`config.mk`:
```
export PLATFORM = sky130hd
export DESIGN_NAME = icache_dm
export DESIGN_NICKNAME = d
export VERILOG_FILES = /design/src/rtl/icache_pkg.sv /design/src/rtl/icache_addr_split.sv /design/src/rtl/icache_line_store.sv /design/src/rtl/icache_fill_seq.sv /design/src/rtl/icache_dm.sv
export SDC_FILE = /design/constraint.sdc
export NUM_CORES = 1
export LEC_CHECK = 0
export BUFFER_PORTS_ARGS = -buffer_cell sky130_fd_sc_hd__buf_2
export CAP_MARGIN = 20
export CORE_MARGIN = 5
export CORE_UTILIZATION = 65
export CTS_CLUSTER_DIAMETER = 40
export CTS_CLUSTER_SIZE = 28
export DETAILED_ROUTE_END_ITERATION = 12
export PLACE_DENSITY = 0.81
export SKIP_CTS_REPAIR_TIMING = 1
export SYNTH_ARGS = -nofsm -noshare
export SYNTH_HDL_FRONTEND = slang
export SYNTH_SLANG_ARGS = --single-unit
```
`constraint.sdc`:
```
create_clock -name clk -period 5.6 [get_ports clk]
set_clock_uncertainty 0.15 [all_clocks]
set_input_delay 1.12 -clock clk [delete_from_list [all_inputs] [get_ports clk]]
set_output_delay 1.12 -clock clk [all_outputs]
set_load 0.005 [all_outputs]
```
`src/rtl/icache_pkg.sv`:
```
package icache_pkg;

    typedef enum logic [1:0] {
        ST_IDLE = 2'd0,
        ST_HIT  = 2'd1,
        ST_FILL = 2'd2,
        ST_DONE = 2'd3
    } ic_state_e;

    // Number of address bits needed to select one of n items (0 when n <= 1)
    function automatic int sel_bits(input int n);
        return (n > 1) ? $clog2(n) : 0;
    endfunction

endpackage

```
`src/rtl/icache_addr_split.sv`:
```
module icache_addr_split #(
    parameter int ADDR_W   = 8,
    parameter int OFF_BITS = 2,
    parameter int IDX_BITS = 2,
    parameter int OFF_W    = 2,
    parameter int IDX_W    = 2,
    parameter int TAG_W    = 4
) (
    input  logic [ADDR_W-1:0] addr,
    output logic [OFF_W-1:0]  off,
    output logic [IDX_W-1:0]  idx,
    output logic [TAG_W-1:0]  tag
);

    generate
        if (OFF_BITS > 0) begin : g_off
            assign off = addr[OFF_BITS-1:0];
        end else begin : g_no_off
            assign off = '0;
        end

        if (IDX_BITS > 0) begin : g_idx
            assign idx = addr[OFF_BITS +: IDX_BITS];
        end else begin : g_no_idx
            assign idx = '0;
        end
    endgenerate

    assign tag = addr[ADDR_W-1 -: TAG_W];

endmodule

```
`src/rtl/icache_line_store.sv`:
```
module icache_line_store #(
    parameter int NUM_SETS    = 4,
    parameter int BLOCK_BYTES = 4,
    parameter int TAG_W       = 4,
    parameter int IDX_W       = 2,
    parameter int OFF_W       = 2
) (
    input  logic             clk,
    input  logic             rst_n,
    // lookup
    input  logic [IDX_W-1:0] rd_idx,
    input  logic [OFF_W-1:0] rd_off,
    output logic             rd_valid,
    output logic [TAG_W-1:0] rd_tag,
    output logic [7:0]       rd_byte,
    // line invalidate at refill start
    input  logic             inval_en,
    input  logic [IDX_W-1:0] inval_idx,
    // byte write during refill
    input  logic             wr_en,
    input  logic [IDX_W-1:0] wr_idx,
    input  logic [OFF_W-1:0] wr_off,
    input  logic [7:0]       wr_data,
    // tag update and validate at refill end
    input  logic             commit_en,
    input  logic [IDX_W-1:0] commit_idx,
    input  logic [TAG_W-1:0] commit_tag
);

    logic             valid_q [NUM_SETS];
    logic [TAG_W-1:0] tag_q   [NUM_SETS];
    logic [7:0]       data_q  [NUM_SETS][BLOCK_BYTES];

    generate
        for (genvar s = 0; s < NUM_SETS; s++) begin : g_set
            always_ff @(posedge clk) begin
                if (!rst_n) begin
                    valid_q[s] <= 1'b0;
                end else if (inval_en && inval_idx == IDX_W'(s)) begin
                    valid_q[s] <= 1'b0;
                end else if (commit_en && commit_idx == IDX_W'(s)) begin
                    valid_q[s] <= 1'b1;
                end
            end

            always_ff @(posedge clk) begin
                if (commit_en && commit_idx == IDX_W'(s)) begin
                    tag_q[s] <= commit_tag;
                end
            end

            for (genvar b = 0; b < BLOCK_BYTES; b++) begin : g_byte
                always_ff @(posedge clk) begin
                    if (wr_en && wr_idx == IDX_W'(s) && wr_off == OFF_W'(b)) begin
                        data_q[s][b] <= wr_data;
                    end
                end
            end
        end
    endgenerate

    assign rd_valid = valid_q[rd_idx];
    assign rd_tag   = tag_q[rd_idx];
    assign rd_byte  = data_q[rd_idx][rd_off];

    // A committed line reads back valid with the committed tag one cycle later
    AST_COMMIT_VISIBLE: assert property (@(posedge clk) disable iff (!rst_n)
        commit_en && rd_idx == commit_idx |=> rd_valid && rd_tag == $past(commit_tag))
        else $error("committed line not valid");

endmodule

```
`src/rtl/icache_fill_seq.sv`:
```
module icache_fill_seq #(
    parameter int BLOCK_BYTES = 4,
    parameter int FIRST_WAIT  = 10,
    parameter int BURST_WAIT  = 5,
    parameter int OFF_W       = 2
) (
    input  logic             clk,
    input  logic             rst_n,
    input  logic             start,
    output logic             active,
    output logic [OFF_W-1:0] byte_idx,
    output logic             sample,
    output logic             last
);

    localparam int MAX_WAIT = (FIRST_WAIT > BURST_WAIT) ? FIRST_WAIT : BURST_WAIT;
    localparam int WC_W     = $clog2(MAX_WAIT + 1);
    localparam logic [WC_W-1:0] FIRST_LIM = WC_W'(FIRST_WAIT);
    localparam logic [WC_W-1:0] BURST_LIM = WC_W'(BURST_WAIT);
    localparam logic [OFF_W-1:0] LAST_BYTE = OFF_W'(BLOCK_BYTES - 1);

    logic              active_q;
    logic [WC_W-1:0]   wait_q;
    logic [OFF_W-1:0]  byte_q;
    logic [WC_W-1:0]   limit;

    // first byte of the line uses the long wait, later bytes the burst wait
    assign limit    = (byte_q == '0) ? FIRST_LIM : BURST_LIM;
    assign sample   = active_q && (wait_q == limit - 1'b1);
    assign last     = sample && (byte_q == LAST_BYTE);
    assign active   = active_q;
    assign byte_idx = byte_q;

    always_ff @(posedge clk) begin
        if (!rst_n) begin
            active_q <= 1'b0;
            wait_q   <= '0;
            byte_q   <= '0;
        end else if (start) begin
            active_q <= 1'b1;
            wait_q   <= '0;
            byte_q   <= '0;
        end else if (active_q) begin
            if (sample) begin
                wait_q <= '0;
                if (last) begin
                    active_q <= 1'b0;
                end else begin
                    byte_q <= byte_q + 1'b1;
                end
            end else begin
                wait_q <= wait_q + 1'b1;
            end
        end
    end

    AST_WAIT_IN_RANGE: assert property (@(posedge clk) disable iff (!rst_n)
        active_q |-> wait_q < limit)
        else $error("wait counter past its limit");

    AST_BYTE_STEP: assert property (@(posedge clk) disable iff (!rst_n)
        sample && !last |=> active_q && byte_q == $past(byte_q) + 1'b1 && wait_q == '0)
        else $error("refill byte position did not advance by one");

    AST_START_WHEN_QUIET: assert property (@(posedge clk) disable iff (!rst_n)
        start |-> !active_q)
        else $error("refill started while another was running");

endmodule

```
`src/rtl/icache_dm.sv`:
```
module icache_dm
    import icache_pkg::*;
#(
    parameter int ADDR_W      = 8,
    parameter int BLOCK_BYTES = 4,
    parameter int NUM_SETS    = 4,
    parameter int FIRST_WAIT  = 10,
    parameter int BURST_WAIT  = 5
) (
    input  logic              clk,
    input  logic              rst_n,
    input  logic              fetch_req,
    input  logic [ADDR_W-1:0] fetch_addr,
    output logic              fetch_idle,
    output logic              fetch_ready,
    output logic [7:0]        fetch_data,
    output logic              hit_pulse,
    output logic              miss_pulse,
    output logic              mem_rd,
    output logic [ADDR_W-1:0] mem_addr,
    input  logic [7:0]        mem_rdata
);

    localparam int OFF_BITS = sel_bits(BLOCK_BYTES);
    localparam int IDX_BITS = sel_bits(NUM_SETS);
    localparam int OFF_W    = (OFF_BITS > 0) ? OFF_BITS : 1;
    localparam int IDX_W    = (IDX_BITS > 0) ? IDX_BITS : 1;
    localparam int TAG_W    = ADDR_W - OFF_BITS - IDX_BITS;
    localparam logic [ADDR_W-1:0] OFF_MASK = ADDR_W'((1 << OFF_BITS) - 1);

    ic_state_e         state_q, state_d;
    logic [ADDR_W-1:0] req_addr_q;

    logic [OFF_W-1:0]  f_off, r_off, look_off;
    logic [IDX_W-1:0]  f_idx, r_idx, look_idx;
    logic [TAG_W-1:0]  f_tag, r_tag, look_tag;

    logic              rd_valid;
    logic [TAG_W-1:0]  rd_tag;
    logic [7:0]        rd_byte;
    logic              lookup_hit;
    logic              accept;

    logic              fill_active;
    logic [OFF_W-1:0]  fill_byte;
    logic              fill_sample;
    logic              fill_last;

    icache_addr_split #(
        .ADDR_W(ADDR_W), .OFF_BITS(OFF_BITS), .IDX_BITS(IDX_BITS),
        .OFF_W(OFF_W), .IDX_W(IDX_W), .TAG_W(TAG_W)
    ) u_split_fetch (
        .addr(fetch_addr), .off(f_off), .idx(f_idx), .tag(f_tag)
    );

    icache_addr_split #(
        .ADDR_W(ADDR_W), .OFF_BITS(OFF_BITS), .IDX_BITS(IDX_BITS),
        .OFF_W(OFF_W), .IDX_W(IDX_W), .TAG_W(TAG_W)
    ) u_split_req (
        .addr(req_addr_q), .off(r_off), .idx(r_idx), .tag(r_tag)
    );

    // look up the incoming address while idle, the held request otherwise
    assign look_off = (state_q == ST_IDLE) ? f_off : r_off;
    assign look_idx = (state_q == ST_IDLE) ? f_idx : r_idx;
    assign look_tag = (state_q == ST_IDLE) ? f_tag : r_tag;

    assign lookup_hit = rd_valid && (rd_tag == look_tag);
    assign accept     = (state_q == ST_IDLE) && fetch_req;

    icache_line_store #(
        .NUM_SETS(NUM_SETS), .BLOCK_BYTES(BLOCK_BYTES),
        .TAG_W(TAG_W), .IDX_W(IDX_W), .OFF_W(OFF_W)
    ) u_store (
        .clk        (clk),
        .rst_n      (rst_n),
        .rd_idx     (look_idx),
        .rd_off     (look_off),
        .rd_valid   (rd_valid),
        .rd_tag     (rd_tag),
        .rd_byte    (rd_byte),
        .inval_en   (miss_pulse),
        .inval_idx  (f_idx),
        .wr_en      (fill_sample),
        .wr_idx     (r_idx),
        .wr_off     (fill_byte),
        .wr_data    (mem_rdata),
        .commit_en  (fill_last),
        .commit_idx (r_idx),
        .commit_tag (r_tag)
    );

    icache_fill_seq #(
        .BLOCK_BYTES(BLOCK_BYTES), .FIRST_WAIT(FIRST_WAIT),
        .BURST_WAIT(BURST_WAIT), .OFF_W(OFF_W)
    ) u_fill (
        .clk      (clk),
        .rst_n    (rst_n),
        .start    (miss_pulse),
        .active   (fill_active),
        .byte_idx (fill_byte),
        .sample   (fill_sample),
        .last     (fill_last)
    );

    // state register
    always_ff @(posedge clk) begin
        if (!rst_n) begin
            state_q <= ST_IDLE;
        end else begin
            state_q <= state_d;
        end
    end

    // held request address
    always_ff @(posedge clk) begin
        if (!rst_n) begin
            req_addr_q <= '0;
        end else if (accept) begin
            req_addr_q <= fetch_addr;
        end
    end

    // next state
    always_comb begin
        state_d = state_q;
        unique case (state_q)
            ST_IDLE: begin
                if (fetch_req) begin
                    state_d = lookup_hit ? ST_HIT : ST_FILL;
                end
            end
            ST_HIT:  state_d = ST_IDLE;
            ST_FILL: begin
                if (fill_last) begin
                    state_d = ST_DONE;
                end
            end
            ST_DONE: state_d = ST_IDLE;
            default: state_d = ST_IDLE;
        endcase
    end

    // outputs
    always_comb begin
        fetch_idle  = 1'b0;
        fetch_ready = 1'b0;
        hit_pulse   = 1'b0;
        miss_pulse  = 1'b0;
        mem_rd      = 1'b0;
        unique case (state_q)
            ST_IDLE: begin
                fetch_idle = 1'b1;
                hit_pulse  = fetch_req && lookup_hit;
                miss_pulse = fetch_req && !lookup_hit;
            end
            ST_HIT:  fetch_ready = 1'b1;
            ST_FILL: mem_rd      = fill_active;
            ST_DONE: fetch_ready = 1'b1;
            default: ;
        endcase
        fetch_data = fetch_ready ? rd_byte : 8'h00;
    end

    assign mem_addr = (req_addr_q & ~OFF_MASK) | ADDR_W'(fill_byte);

    AST_HIT_THEN_READY: assert property (@(posedge clk) disable iff (!rst_n)
        hit_pulse |=> fetch_ready && !mem_rd)
        else $error("hit not followed by ready");

    AST_READY_SINGLE: assert property (@(posedge clk) disable iff (!rst_n)
        fetch_ready |=> !fetch_ready)
        else $error("ready held longer than one cycle");

    AST_FILL_ALIGNED: assert property (@(posedge clk) disable iff (!rst_n)
        miss_pulse |=> mem_rd && (mem_addr & OFF_MASK) == '0)
        else $error("refill did not start on the line base");

    AST_ADDR_HELD: assert property (@(posedge clk) disable iff (!rst_n)
        mem_rd && !fill_sample |=> mem_rd && $stable(mem_addr))
        else $error("memory address moved inside a wait period");

    AST_NO_PULSE_BUSY: assert property (@(posedge clk) disable iff (!rst_n)
        !fetch_idle |-> !hit_pulse && !miss_pulse)
        else $error("pulse while busy");

    AST_DONE_LINE_VALID: assert property (@(posedge clk) disable iff (!rst_n)
        state_q == ST_DONE |-> rd_valid && rd_tag == r_tag)
        else $error("refilled line not valid at response");

endmodule

```
# Yosys cells after proc, flatten, opt, wreduce, memory -nomap -nowiden
# Memories as Yosys holds them, arrays and structs flattened.
# Cells that the tools add are included.
word_totals:
  ram_bits: 148
  register_bits: 17
  inputBits: 19
  mem_count: 3
  output_inout_bits: 21
  wordCells: 202
memory_table:
  columns: ["memory", "depth", "width", "rd", "rd_ports_with_merged_regs", "wr", "line_no", "rtl"]
  rows:
  - ["u_store.data_q", 4, 32, 1, 0, 1, "icache_line_store.sv:32", "logic [7:0] data_q [NUM_SETS][BLOCK_BYTES];"]
  - ["u_store.tag_q", 4, 4, 1, 0, 1, "icache_line_store.sv:31", "logic [TAG_W-1:0] tag_q [NUM_SETS];"]
  - ["u_store.valid_q", 4, 1, 1, 0, 4, "icache_line_store.sv:30", "logic valid_q [NUM_SETS];"]
classes:
  eq_ne: 16
  reduce_logical: 49
  addsub: 3
  bitwise: 12
  muxes: 113
  order_cmp: 1
op_table:
  columns: ["op", "n"]
  rows:
  - ["$mux W32", 3]
  - ["$reduce_or A32 Y1", 3]
  - ["$mux W1", 85]
  - ["$mux W4", 9]
  - ["$logic_and A1 B1 Y1", 34]
  - ["$mux W8", 3]
  - ["$mux W2", 11]
  - ["$bmux W8 S2", 1]
  - ["$eq A2 B2 Y1 const B", 8]
  - ["$reduce_or A4 Y1", 3]
  - ["$eq A2 B1 Y1 const B", 4]
  - ["$eq A4 B4 Y1", 2]
  - ["$logic_not A2 Y1", 4]
  - ["$or A1 B1 Y1", 8]
  - ["$or A8 B2 Y8", 1]
  - ["$pmux W2 S3", 1]
  - ["$add A4 B1 Y4 const B", 1]
  - ["$reduce_or A2 Y1", 2]
  - ["$sub A4 B1 Y4 const B", 1]
  - ["$ge A3 B3 Y1 const B", 1]
  - ["$not A2 Y3", 1]
  - ["$reduce_and A3 Y1", 1]
  - ["$add A2 B1 Y2 const B", 1]
  - ["$ne A2 B1 Y1 const B", 1]
  - ["4 further kinds", 5]

# Longest topological paths before layout
# Gate-level depths: netlist of run 1.
# An unclocked memory read counts as a cell.
logic_depth:
  word_depth: 14
  ltp_mapped: 10
  ltp_nobuf: 9

# Cells and area by module
# A second synthesis of run 1 with hierarchy kept.
hier_totals:
  cells_unflattened: 414
  area_unflattened_um2: 7089.3
modules_own_cells:
  columns: ["module", "instances", "area_per_inst_um2", "seq_area_each_um2", "cells_per_inst"]
  rows:
  - ["icache_line_store", 1, 5849.4, 4434.3, 267]
  - ["icache_dm", 1, 728.2, 200.2, 90]
  - ["icache_fill_seq", 1, 391.6, 140.1, 41]
  - ["icache_addr_split", 2, 60.1, 0.0, 8]

# Worst setup path before layout of run 1
# Ideal clock, no wire load.
synth_path:
  kind: "input-to-output"
  start: "input fetch_addr[2]"
  end: "output miss_pulse"
  arrival_ps: 2820
  setup_slack_ps: 1510
  path_buffers: 2
  stages: 8
  path_cell_list: "buf_6 -> or3b_4 -> and3_1 -> o21ai_1 -> nand4b_1 -> or4_1 -> nor3b_4 -> buf_6"
synth_via:
  elab_chain_cells: 7
  word_cells_on_any_way: 8
  classes_between: "1 x eq/ne; 2 x mux; 3 x reduce/logical; 2 x memory"
synth_lines:
  columns: ["element", "line_no", "rtl"]
  rows:
  - ["start: declaration", "icache_dm.sv:13", "input logic [ADDR_W-1:0] fetch_addr,"]
  - ["$mux W2 (*)", "icache_dm.sv:65", "assign look_idx = (state_q == ST_IDLE) ? f_idx : r_idx;"]
  - ["$mem_v2 Z4 W4", null, null]
  - ["$eq A4 B4 Y1", "icache_dm.sv:68", "assign lookup_hit = rd_valid && (rd_tag == look_tag);"]
  - ["$logic_and A1 B1 Y1 (*)", "icache_dm.sv:68", null]
  - ["$logic_not A1 Y1 (*)", "icache_dm.sv:155", "miss_pulse = fetch_req && !lookup_hit;"]
  - ["$logic_and A1 B1 Y1 (*)", "icache_dm.sv:155", null]
  - ["$mux W1 (*)", "icache_dm.sv:151", "unique case (state_q)"]
  - ["end: declaration", "icache_dm.sv:18", "output logic miss_pulse,"]
# Mark *: on every way between the ends. The rest lies on a longest branch, timed or not.

# Worst setup path after layout of run 1
# Ends and elaborated chain as after synthesis.

==> results of run 1 <==
-- synthesized netlist by cell type (2+ instances only) --
library cell / count / area (sq um)
nor2_1: 8 / 30.0
and3_1: 19 / 119
mux4_2: 16 / 360
nor4_1: 2 / 12.5
nand3_1: 12 / 60.1
o21ai_0: 4 / 20.0
mux2i_1: 15 / 150
a211o_1: 2 / 17.5
inv_1: 5 / 18.8
a31oi_1: 4 / 25.0
o311a_1: 8 / 80.1
ha_1: 5 / 62.6
dfxtp_1: 18 / 360
o21a_1: 2 / 15.0
nor3_2: 3 / 30.0
a311oi_1: 16 / 140
a21oi_1: 10 / 50.1
and2_1: 20 / 125
edfxtp_1: 147 / 4410
a311o_1: 2 / 20.0
nor2_2: 2 / 12.5
xor2_1: 7 / 61.3
nor3b_1: 4 / 30.0
buf_6: 4 / 45.0
clkbuf_1: 17 / 63.8
nor3_1: 2 / 10.0
nand2_1: 105 / 394
buf_2: 2 / 10.0
buf_1: 3 / 11.3
mux2_2: 3 / 33.8
-- power by group --
part           total [mW]  switching (mW)  internal, mW
combinational       0.216           0.134        0.0811
sequential           1.36          0.0118          1.34
clock                1.21           0.480         0.728
-- critical path, cell delays in order --
cell     delay (ps)
buf_2           150
nor3b_2         190
nor2_4          530
mux2i_1         300
xor2_1          270
nor4_4          100
nor3b_4         620
buf_2           240
-- cell type report --
class	instances	area (sq um)
timing repair buffer	45	240
inverter	6	22.5
multi-input combinational	291	2060
tap	140	175
fill	653	2810
sequential	165	4770
clock inverter	14	196
clock buffer	17	414
-- cell families (layout without fill, tap and decap cells) --
family	Yosys count	count (layout)	synth area share [%]
xor gates and xnor gates	8	8	0.999
DFF	165	165	68.0
buffers and inverters	34	82	2.66
muxes	35	35	7.95
and+or+nand+nor	188	188	13.4
AOI/OAI and AO/OA	55	55	6.01
adders and majority gates	5	5	0.892
-- registers in the layout (all words and copies together), names as in the netlist --
register,cells
u_store.data_q,128
u_store.tag_q,16
req_addr_q,8
u_fill.wait_q,4
u_store.valid_q,4
state_q,2
u_fill.byte_idx,2
u_fill.active,1
-- routing by layer --
| metal | track usage [%] | vias to the layer above |
|---|---|---|
| met5 | 0 | - |
| met4 | 7.84 | 0 |
| met3 | 6.05 | 31 |
| met2 | 39.3 | 162 |
| met1 | 31.4 | 2139 |
| li1 | - | 1926 |
-- path summary, 6_finish.rpt --
kind / end / slack [ps] / cells past startpoint / start
max: miss_pulse / 790 / 8 / fetch_addr[2]
min reg2reg: req_addr_q[1]$_SDFFE_PN0P_ / 310 / 2 / req_addr_q[1]$_SDFFE_PN0P_
max reg2reg: u_store.valid_q[1]$_DFFE_PP_ / 2150 / 8 / u_fill.byte_idx[0]$_SDFFE_PP0P_
min: req_addr_q[1]$_SDFFE_PN0P_ / 310 / 2 / req_addr_q[1]$_SDFFE_PN0P_
-- through the flow --
stage / setup slack (ps) / power, mW / cell area [sq um] / hold slack, ps / utilization (%)
floorplan: 1510 / 1.53 / 7020 / 286 / -
global placement: 970 / 1.59 / 7270 / 293 / 68.0
detailed placement: 834 / 1.59 / 7270 / 304 / 68.0
CTS: 824 / 2.78 / 7880 / 312 / 73.7
global route: 623 / 2.86 / 7880 / 344 / 73.7
finish: 794 / 2.78 / 7880 / 312 / 73.7
==> flow_metrics.tcl, run 1 <==
set metrics [dict create \
    status "completed" \
    core_sq_um 10700 \
    syn_to_final_growth_pct 12.4 \
    yosysWarnings 0 \
    setup_viol 0 \
    critical_path_class "in -> out" \
    drv_cap 0 \
    slew_headroom_pct 33.4 \
    drtPass1Iterations 5 \
    syn_avg_cell_area_sq_um 14.3 \
    diodes 0 \
    wire_per_inst_microns 21.4 \
    numPortBuffers 39 \
    route.met3.wl_microns 935 \
    ys_seq_area_share_pct 68.0 \
    endpoint_kind "primary output" \
    num_rows 38 \
    synth-edff-count 147 \
    vias 4258 \
    io_pins 40 \
    top_layer_used "met4" \
    gp_congestion 0.883 \
    gr-total-overflow 0 \
    drtAntennaViolNets 0 \
    synthDistinctLibCells 53 \
    dpl.hpwl_microns 9060 \
    holdCritPathClass "reg -> reg" \
    dp_cells 647 \
    finalMaxSlewViolations 0 \
    die_x_microns 114 \
    crit_arrival_ps 3540 \
    clk_pin_slew_ps 60 \
    grt_max_degree 41 \
    drive_above_1_share_pct 19.7 \
    antenna_found_initial 0 \
    synthArstFlopShare_pct 0 \
    cts.sinks 165 \
    clk_root_buffer_cell "clkbuf_8" \
    track_usage_pct 23.8 \
    ir_drop_mv 0.244 \
    cts_tree "built" \
    synthFlopType "edfxtp_1" \
    nNetsFinal 550 \
    power_density_nw_per_um2 353 \
    die_h_microns 114 \
    tns_ps 0 \
    synth_area_sq_um 7020 \
    layout.cells.non_filler 678 \
    clk_latency_ps 540 \
    p_leak_nw 2.83 \
    layout_commonest_cell "edfxtp_1" \
    netlist_instances 490 \
    crit_fanout 21 \
    met2WireLength_microns 7540 \
    min_period_over_period_pct 85.8 \
    period_needed_ps 4810 \
    rsz0062_at_grt "false" \
    first_global_vias 4257 \
    via_per_inst 6.28 \
    htreeDepth 4 \
    ys_ff_latch 165 \
    syn-num-nets 514 \
    routed_wl_microns 14500 \
    timing.fmax_mhz 208 \
    clockBufferDepth 2 \
    worst_pin_slew_ps 997 \
    dieArea_sq_um 13000 \
    mostFrequentLayoutCells "edfxtp_1, nand2_1, buf_2" \
    wl_met1_microns 5770 \
    grt_pass1_wl_microns 23000 \
    drc 0 \
    setup.worst_path.start_class "input pin" \
    drt_iter0_drc 419 \
    start_util_pct 65.6 \
    finalHoldViolations 0 \
    cts_buffers 17 \
    worstPathRequired_ps 4330 \
]
Note: power is estimated with default switching activity, not from simulation.
==> run 2: changes to the inputs <==
ABC_CLOCK_PERIOD_IN_PS = 5600   (was unset)
BUFFER_PORTS_ARGS = -buffer_cell sky130_fd_sc_hd__clkbuf_2   (was -buffer_cell sky130_fd_sc_hd__buf_2)
CORE_UTILIZATION = 50   (was 65)
PLACE_DENSITY = 0.64   (was 0.81)
==> run 2 against run 1 <==
- first-iteration DRC count is 26% lower
- global-route usage is 5.3 points lower
- count of clock-buffer cells in the layout stayed put
- cell count is 6.3% higher
- critical endpoint unchanged
- highest routed layer unchanged
==> flow_metrics.tcl, run 2 (same netlist as run 1, synthesis figures left out) <==
set metrics [dict create \
    regArea_sq_um 4770 \
    layout_commonest_cell "edfxtp_1" \
    max_stage_delay_ps 610 \
    clk_latency_ps 420 \
    slew_headroom_pct 33.7 \
    period_needed_ps 4760 \
    grt_max_degree 41 \
    clk_pin_slew_ps 60 \
    num_rows 43 \
    mostFrequentLayoutCells "edfxtp_1, nand2_1, clkbuf_2" \
    min_period_over_period_pct 85.1 \
    clk_root_buffer_cell "clkbuf_16" \
    nNetsFinal 552 \
    multi_input_area_sq_um 2070 \
    syn_to_final_growth_pct 12.7 \
    via_per_inst 5.71 \
    gp_congestion 0.809 \
    clockBufferDepth 2 \
    wire_per_inst_microns 20.2 \
    hold_start "req_addr_q[1]$_SDFFE_PN0P_" \
    track_usage_pct 18.5 \
    tns_ps 0 \
    htreeDepth 4 \
    min_to "req_addr_q[1]$_SDFFE_PN0P_" \
    drive_above_1_share_pct 19.8 \
    reg2reg_depth 7 \
    routed_wl_microns 14500 \
    critical_path_class "in -> out" \
    status "completed" \
    cts.sinks 165 \
    crit_fanout 17 \
    numPortBuffers 39 \
    fin_area_sq_um 7910 \
    first_global_vias 4154 \
    slowest_stage "nor3b_4" \
    die_x_microns 128 \
    setup_viol 0 \
    r2r_start "state_q[0]$_SDFFE_PN0P_" \
    worst_pin_slew_ps 992 \
    crit_arrival_ps 3490 \
    endpoint_kind "primary output" \
    start_util_pct 50.7 \
    largest_reg_flops 128 \
    power_density_nw_per_um2 339 \
    antenna_found_initial 0 \
    finalHoldViolations 0 \
    finalMaxSlewViolations 0 \
    r2r-end "u_store.valid_q[3]$_DFFE_PP_" \
    path_buf_inv 2 \
    place_area_sq_um 7340 \
    ir_drop_mv 0.203 \
    dpl.hpwl_microns 9240 \
    drtPass1Iterations 4 \
    top_register "u_store.data_q" \
    whs_path_depth 2 \
    core_sq_um 13800 \
    crit_path_frequent_cell "clkbuf_2" \
    regToRegSetupSlack_ps 2030 \
    vias 4114 \
    drc 0 \
    holdCritPathClass "reg -> reg" \
    gr-total-overflow 0 \
    io_pins 40 \
    grt_pass1_wl_microns 22800 \
    fillers 1084 \
    drt_iter0_drc 311 \
    power_mw 2.68 \
    timing.fmax_mhz 210 \
    largestRegisters "u_store.data_q x128, u_store.tag_q x16, req_addr_q x8" \
    drtAntennaViolNets 0 \
    rsz0062_at_grt "false" \
    p_leak_nw 2.79 \
    setup.worst_path.start_class "input pin" \
    drv_cap 0 \
    path_cells "clkbuf_2, nor3b_2, nor2_4, mux2i_1, xor2_1, nor4_4, nor3b_4, clkbuf_2" \
    crit_family "simple AND/OR/NAND/NOR gates" \
    cts_tree "built" \
    dieArea_sq_um 16500 \
    cts_buffers 17 \
    diodes 0 \
    die_h_microns 128 \
    worstPathRequired_ps 4330 \
]
run 2: per-layer routing:
layer  global-route usage (%)  share of wire, %  vias to the layer above
li1                         -                 -                     1929
met1                     24.4                43                     2048
met2                     30.0                50                      118
met3                     4.03               5.1                       19
met4                     7.24               1.8                        0
met5                        0                 0                        -
run 2: final cells by class:
cell class	instances	area share, %
clock inverters	15	1.77
clock buffers	17	5.38
repair buffers	47	3.23
inverters	6	0.285
multi-input cells	291	26.1
flip-flops and latches	165	60.4
well taps	180	2.85
run 2: worst max path at each step:
stage / end / cells past startpoint / slack, ps / start
finish: miss_pulse / 8 / 840 / fetch_addr[2]
global route: miss_pulse / 8 / 670 / fetch_addr[2]
CTS: miss_pulse / 8 / 830 / fetch_addr[2]
detailed placement: miss_pulse / 8 / 910 / fetch_addr[2]
global placement: miss_pulse / 8 / 950 / fetch_addr[2]
floorplan: miss_pulse / 8 / 1510 / fetch_addr[2]
run 2: metrics by stage:
stage               cells  utilization [%]  hold slack, ps  setup WS, ps
CTS                   721             57.2             305           827
finish                721             57.2             306           835
detailed placement    689             53.1             297           907
global placement      689             53.1             292           949
floorplan             490                -             286          1510
global route          721             57.2             330           672
run 2: where the power goes:
group	switching, mW	internal (mW)	total [mW]
combinational	0.135	0.0833	0.218
sequential	0.0109	1.35	1.36
clock	0.456	0.648	1.10
run 2: worst register-to-register path: cells and delay by family (launching register included):
| kind | cells | cell delay (ps) |
|---|---|---|
| and+or+nand+nor | 4 | 1070 |
| DFF | 1 | 830 |
| muxes | 1 | 650 |
| AOI/OAI and AO/OA | 1 | 400 |
| buffers and inverters | 1 | 230 |
